===== config.mk =====
export PLATFORM = sky130hd
export DESIGN_NAME = ilv_addr_gen
export DESIGN_NICKNAME = d
export VERILOG_FILES = /design/src/rtl/ilv_pkg.sv /design/src/rtl/ilv_down_ctr.sv /design/src/rtl/ilv_addr_reg.sv /design/src/rtl/ilv_addr_gen.sv
export SDC_FILE = /design/constraint.sdc
export NUM_CORES = 1
export LEC_CHECK = 0
export BUFFER_PORTS_ARGS = -buffer_cell sky130_fd_sc_hd__buf_4
export CAP_MARGIN = 10
export CORE_UTILIZATION = 30
export CTS_CLUSTER_SIZE = 40
export DETAILED_ROUTE_END_ITERATION = 8
export SLEW_MARGIN = 5
export SYNTH_ARGS = -nofsm -noshare
export SYNTH_HDL_FRONTEND = slang
export SYNTH_SLANG_ARGS = --single-unit

===== constraint.sdc =====
create_clock -name clk -period 8.92 [get_ports clk]
set_input_delay 0.446 -clock clk [delete_from_list [all_inputs] [get_ports clk]]
set_output_delay 0.446 -clock clk [all_outputs]
set_load 0.01 [all_outputs]

===== src/rtl/ilv_pkg.sv =====
package ilv_pkg;
  localparam int QW_SHIFT = 4;

  typedef enum logic [1:0] {
    XM_NORMAL     = 2'd0,
    XM_CHAIN      = 2'd1,
    XM_INTERLEAVE = 2'd2,
    XM_RESERVED   = 2'd3
  } xfer_mode_e;

  typedef enum logic {
    ST_IDLE = 1'b0,
    ST_XFER = 1'b1
  } ag_state_e;
endpackage


===== src/rtl/ilv_down_ctr.sv =====
module ilv_down_ctr #(
  parameter int W = 8
) (
  input  logic         clk,
  input  logic         rst_n,
  input  logic         load,
  input  logic [W-1:0] load_val,
  input  logic         dec,
  output logic         last
);
  logic [W-1:0] cnt_q;

  always_ff @(posedge clk) begin
    if (!rst_n)      cnt_q <= '0;
    else if (load)   cnt_q <= load_val;
    else if (dec)    cnt_q <= cnt_q - W'(1);
  end

  assign last = (cnt_q == W'(1));
endmodule


===== src/rtl/ilv_addr_reg.sv =====
module ilv_addr_reg #(
  parameter int ADDR_W = 32,
  parameter int STEP_W = 9
) (
  input  logic              clk,
  input  logic              rst_n,
  input  logic              load,
  input  logic [ADDR_W-1:0] load_addr,
  input  logic              adv,
  input  logic [STEP_W-1:0] adv_qw,
  output logic [ADDR_W-1:0] addr
);
  import ilv_pkg::*;

  localparam int HI = ADDR_W - 1;

  function automatic logic [ADDR_W-1:0] align_qw(input logic [ADDR_W-1:0] a);
    return {a[HI:QW_SHIFT], {QW_SHIFT{1'b0}}};
  endfunction

  function automatic logic [ADDR_W-1:0] qw_bytes(input logic [STEP_W-1:0] n);
    return ADDR_W'(n) << QW_SHIFT;
  endfunction

  logic [ADDR_W-1:0] addr_q;

  always_ff @(posedge clk) begin
    if (!rst_n)     addr_q <= '0;
    else if (load)  addr_q <= align_qw(load_addr);
    else if (adv)   addr_q <= addr_q + qw_bytes(adv_qw);
  end

  assign addr = addr_q;
endmodule


===== src/rtl/ilv_addr_gen.sv =====
module ilv_addr_gen #(
  parameter int ADDR_W = 32,
  parameter int TOT_W  = 16,
  parameter int RUN_W  = 8
) (
  input  logic              clk,
  input  logic              rst_n,
  input  logic              start,
  input  logic [1:0]        mode,
  input  logic [ADDR_W-1:0] start_addr,
  input  logic [TOT_W-1:0]  total_qw,
  input  logic [RUN_W-1:0]  run_qw,
  input  logic [RUN_W-1:0]  skip_qw,
  input  logic              ready,
  output logic [ADDR_W-1:0] addr,
  output logic              valid,
  output logic              done
);
  import ilv_pkg::*;

  localparam int STEP_W = RUN_W + 1;

  ag_state_e        state_q;
  logic [RUN_W-1:0] run_q;
  logic [RUN_W-1:0] skip_q;
  logic             done_q;
  logic             run_last;
  logic             tot_last;

  // named internal events
  logic start_ok, bad_cfg, launch, beat_fire, run_end, count_end;
  logic [STEP_W-1:0] adv_qw;

  assign start_ok  = start && (state_q == ST_IDLE) && (mode == 2'(XM_INTERLEAVE));
  assign bad_cfg   = (run_qw == '0) || (total_qw == '0);
  assign launch    = start_ok && !bad_cfg;
  assign beat_fire = (state_q == ST_XFER) && ready;
  assign run_end   = beat_fire && run_last;
  assign count_end = beat_fire && tot_last;
  assign adv_qw    = run_end ? (STEP_W'(skip_q) + STEP_W'(1)) : STEP_W'(1);

  ilv_down_ctr #(.W(RUN_W)) u_run_ctr (
    .clk      (clk),
    .rst_n    (rst_n),
    .load     (launch || run_end),
    .load_val (launch ? run_qw : run_q),
    .dec      (beat_fire),
    .last     (run_last)
  );

  ilv_down_ctr #(.W(TOT_W)) u_tot_ctr (
    .clk      (clk),
    .rst_n    (rst_n),
    .load     (launch),
    .load_val (total_qw),
    .dec      (beat_fire),
    .last     (tot_last)
  );

  ilv_addr_reg #(.ADDR_W(ADDR_W), .STEP_W(STEP_W)) u_addr (
    .clk       (clk),
    .rst_n     (rst_n),
    .load      (launch),
    .load_addr (start_addr),
    .adv       (beat_fire),
    .adv_qw    (adv_qw),
    .addr      (addr)
  );

  always_ff @(posedge clk) begin
    if (!rst_n) begin
      state_q <= ST_IDLE;
      run_q   <= '0;
      skip_q  <= '0;
      done_q  <= 1'b0;
    end else begin
      done_q <= count_end || (start_ok && bad_cfg);
      if (launch) begin
        state_q <= ST_XFER;
        run_q   <= run_qw;
        skip_q  <= skip_qw;
      end else if (count_end) begin
        state_q <= ST_IDLE;
      end
    end
  end

  assign valid = (state_q == ST_XFER);
  assign done  = done_q;
endmodule


# Word-level counts from Yosys, hierarchy flattened
# Index checks and enable logic that the tools add are counted.
# W data, S select, Z words.
# word_totals
reg_bits	74
out_inout_bits	34
wordCells	44
input_bits	70
# classes
addsub	4
mux	10
bitwise_logic	2
n_eq_ne	3
n_reduce_logical	17
# ops
cell	n
$mux W32	2
$add A32 B13 Y32	1
$mux W16	2
$mux W8	3
$eq A16 B1 Y1 const B	1
$logic_not A16 Y1	1
$sub A16 B1 Y16 const B	1
$add A8 B1 Y9 const B	1
$mux W9	1
$eq A8 B1 Y1 const B	1
$logic_not A8 Y1	1
$sub A8 B1 Y8 const B	1
$logic_and A1 B1 Y1	7
$reduce_bool A2 Y1	3
$logic_or A1 B1 Y1	3
$eq A2 B2 Y1 const B	1
$mux W1	2
$not A1 Y1	2
$reduce_or A2 Y1	1
$logic_not A1 Y1	1

# Depth between registers and ports, before layout
# depth
word_depth	6
ltp_mapped	17
depth_no_buf	15

# Cells and area by module
# From an unflattened synthesis, not the netlist that was laid out.
# unflattened
hier_cells	550
hier_area_um2	4533.1
# by_module_without_submodules
mod	seq_area_each_um2	area_each_um2	n_inst	cells_each
ilv_addr_reg	560.5	2099.5	1	266
ilv_addr_gen	360.3	1098.6	1	128
ilv_down_ctr (u_tot_ctr)	320.3	849.6	1	98
ilv_down_ctr (u_run_ctr)	160.2	485.5	1	58

# Worst setup path before layout
# OpenSTA, ideal clock, no wires.
# synth_timing
path_type	input to register
from	in ready
to	reg u_addr.addr_q[18], in the netlist u_addr.addr[18]
setup_time_ns	0.074
arrival_ns	3.382
path_slack_ns	5.463
required_ns	8.846
n_path_buf	3
path_stages	16
path_cell_list	and2_1 > clkbuf_1 > nand4_1 > clkbuf_1 > inv_1 > nand2_1 > ha_1 > inv_1 > fa_1 > and2b_1 > o2111ai_1 > a31o_1 > a21o_1 > buf_6 > or4_1 > a31oi_1
# synth_between
elab_chain_cells	6
word_cells_on_any_way	7
classes_between	1 x add/sub; 3 x mux; 3 x reduce/logical
# synth_rtl
element	line	text
from (decl)	ilv_addr_gen.sv:14	input logic ready,
$logic_and A1 B1 Y1 (*)	ilv_addr_gen.sv:37	assign beat_fire = (state_q == ST_XFER) && ready;
$logic_and A1 B1 Y1	ilv_addr_gen.sv:38	assign run_end = beat_fire && run_last;
$mux W9	ilv_addr_gen.sv:40	assign adv_qw = run_end ? (STEP_W'(skip_q) + STEP_W'(1)) : STEP_W'(1);
$add A32 B13 Y32	ilv_addr_reg.sv:30	else if (adv) addr_q <= addr_q + qw_bytes(adv_qw);
$mux W32	ilv_addr_reg.sv:30	
$mux W32	ilv_addr_reg.sv:29	else if (load) addr_q <= align_qw(load_addr);
to (signal assigned)	ilv_addr_reg.sv:29	
to (signal assigned)	ilv_addr_reg.sv:30	
to (decl)	ilv_addr_reg.sv:25	logic [ADDR_W-1:0] addr_q;
# Mark *: on every way between the ends. The rest lies on a longest branch, timed or not. The select of a mux whose other input is x is not followed.
# A chain may end at the register's enable or synchronous reset.

# Final worst setup path
# layout_timing
from	reg u_run_ctr.cnt_q[2]
to	reg u_addr.addr_q[22], in the netlist u_addr.addr[22]
# layout_between
elab_chain_cells	6
# layout_rtl
element	line	text
from (decl)	ilv_down_ctr.sv:11	logic [W-1:0] cnt_q;
from (signal assigned)	ilv_down_ctr.sv:15	else if (load) cnt_q <= load_val;
from (signal assigned)	ilv_down_ctr.sv:16	else if (dec) cnt_q <= cnt_q - W'(1);
$eq A8 B1 Y1	ilv_down_ctr.sv:19	assign last = (cnt_q == W'(1));
$logic_and A1 B1 Y1	ilv_addr_gen.sv:38	
$mux W9	ilv_addr_gen.sv:40	
$add A32 B13 Y32	ilv_addr_reg.sv:30	
$mux W32	ilv_addr_reg.sv:30	
$mux W32	ilv_addr_reg.sv:29	
# Every way passes these cells. The select of a mux whose other input is x is not followed.

==> qor.yml <==
yosysTopAreaCell: "dfxtp_1"
total_leakage_power_uw: 0.00202
synth_area_leaders: "dfxtp_1 (34%), a21oi_1 (7.7%), nand2_1 (6.5%)"
grt_pass1_vias: 4152
grt_max_degree: 50
synthFlopType: "dfxtp_1"
setup_viol: 0
cp.required_ps: 9180
startpoint_type: "flop"
clkSinkCount: 70
min_period_ps: 4420
skew_ps: 8.14
die_area_um2: 14300
drc: 0
drtIter0Drc: 326
port_buffers: 95
ff_latch_area_um2: 1400
arrival_ps: 4680
cp_top_family: "simple AND/OR/NAND/NOR gates"
synthArstFlopShare_pct: 0
postCtsSetupRepairBufs: 0
start_util_pct: 31.1
path_max_fanout: 21
nNetsFinal: 705
hold_class: "in -> reg"
crit_chain: "nor4_1, nand4_1, inv_1, nand2_1, fa_1, and2b_1, o2111ai_1, a31o_1, a21o_1, or4_1, a31oi_1"
grt_overflow: 0
slowest_stage: "nand4_1"
tns_ps: 0
ant_nets: 0
path_class: "reg -> reg"
routed_wirelength_um: 12600
grt_pass1_wl_um: 20200
cts_buffer_depth: 2
post_dp_cell_area_um2: 4990
hpwl_um: 8690
place_congestion: 0.857
dr.pass1.iters: 5
area_delta_synth_final_pct: 27.5
slowest_delay_ps: 830
cts_hold_buf: 0
antenna_found_initial: 0
drv_cap: 0
clk_latency_ps: 340
synth.distinct_cells: 64
drv_slew: 0
cts_resized: 0
syn_avg_cell_area_um2: 7.68
slew_headroom_pct: 26.7
syn-cell-area_um2: 4150
nFillCells: 1402
cts_tree: "done"
boundaryPins: 104
cts_root_buf: "clkbuf_16"
multiInputGateArea_um2: 2550
power_density_nw_per_um2: 157
core-area_um2: 13300
via_per_inst: 5.45
layout-drive-gt1-share_pct: 20.2
end_kind: "flop"
fmax_mhz: 226
synth_edf_count: 0
rsz0062_at_grt: "false"
die_y_um: 120
synthTopCellsByCount: "nand2_1 (72), dfxtp_1 (70), a21oi_1 (64)"
ys_ff_latch: 70
hold_viol: 0
syn_inst: 540
tightest_slew_ps: 1100
cts-htree-levels: 3
yosysSeqAreaShare_pct: 33.8
synthMostInstantiatedCell: "nand2_1"
status: "finished clean"
period_share_pct: 49.6
diodes: 0
grt_usage_pct: 17.9
vias: 4368
rows: 42
yosys_warnings: 0
die_x_um: 120
path_clk_slew_ps: 60
numCtsBuffers: 9
vdd_drop_max_v: 0.0000790
yosys.area.top_type_share_pct: 33.8
postLayoutCellArea_um2: 5290
crit_buf_inv: 1
wire_per_inst_um: 15.7
-- layout by cell type, fill, tap and decap left out, drive strengths merged, types with 11 or more instances in the layout --
cell type / count
a211oi: 13
a21oi: 64
a31oi: 11
buf: 100
clkbuf: 12
dfxtp: 70
ha: 14
inv: 18
nand2: 72
nand3: 20
nor2: 51
nor3: 11
nor4: 15
o21ai: 20
xnor2: 15
xor2: 11
-- kinds of logic after synthesis --
logic type	Yosys count	synth area share, %
mux	3	0.724
flops	70	33.8
other cells	1	0.0904
compound gates	159	24.8
xor+xnor	26	5.49
simple gates	214	25.1
buf+inv	52	5.34
fa+ha+maj	15	4.71
-- metrics by stage --
step,setup WS (ps),cells,hold slack [ps],power [µW],util [%]
after floorplan,5460,543,433,417,-
after global placement,4580,785,442,467,37.4
after detailed placement,4550,785,447,471,37.4
after CTS,4510,801,345,841,39.6
after global routing,4140,801,364,870,39.6
final,4500,801,356,831,39.6
-- per-layer routing --
metal / share of wire (%) / routed length (µm) / GRT usage, %
met1: 43 / 5390 / 22.3
met2: 48 / 6020 / 29.6
met3: 7.2 / 911 / 4.18
met4: 2.0 / 255 / 6.95
met5: 0 / 0 / 0
-- sequential cells by signal, summed over array words and instances (netlist names) --
| signal | cells |
|---|---|
| u_run_ctr.cnt_q | 8 |
| skip_q | 8 |
| valid | 1 |
| run_q | 8 |
| u_tot_ctr.cnt_q | 16 |
| u_addr.addr | 28 |
| done | 1 |
-- layout make-up --
| cell class | instances | share of cell area [%] |
|---|---|---|
| Clock buffer | 12 | 4.85 |
| Clock inverter | 4 | 0.851 |
| Inverter | 18 | 1.28 |
| Multi-Input combinational cell | 421 | 48.2 |
| Sequential cell | 70 | 26.5 |
| Tap cell | 176 | 4.16 |
| Timing Repair Buffer | 100 | 14.2 |
-- report_power, final --
part	switching (µW)	internal (µW)
Clock	136	230
Sequential	17.0	328
Combinational	63.3	55.7
-- path summary, 6_finish.rpt --
kind / start / end / slack (ps) / cells past startpoint
max: u_run_ctr.cnt_q[2] / u_addr.addr[22] / 4500 / 11
min: skip_qw[2] / skip_q[2] / 360 / 3
max reg2reg: u_run_ctr.cnt_q[2] / u_addr.addr[22] / 4500 / 11
min reg2reg: run_q[1] / run_q[1] / 460 / 2
-- worst min-delay path, cell delays in order --
cell and delay [ps]:
buf_4 110, nand2_1 50, a21oi_1 50
Power figures use the tool's default switching activity.
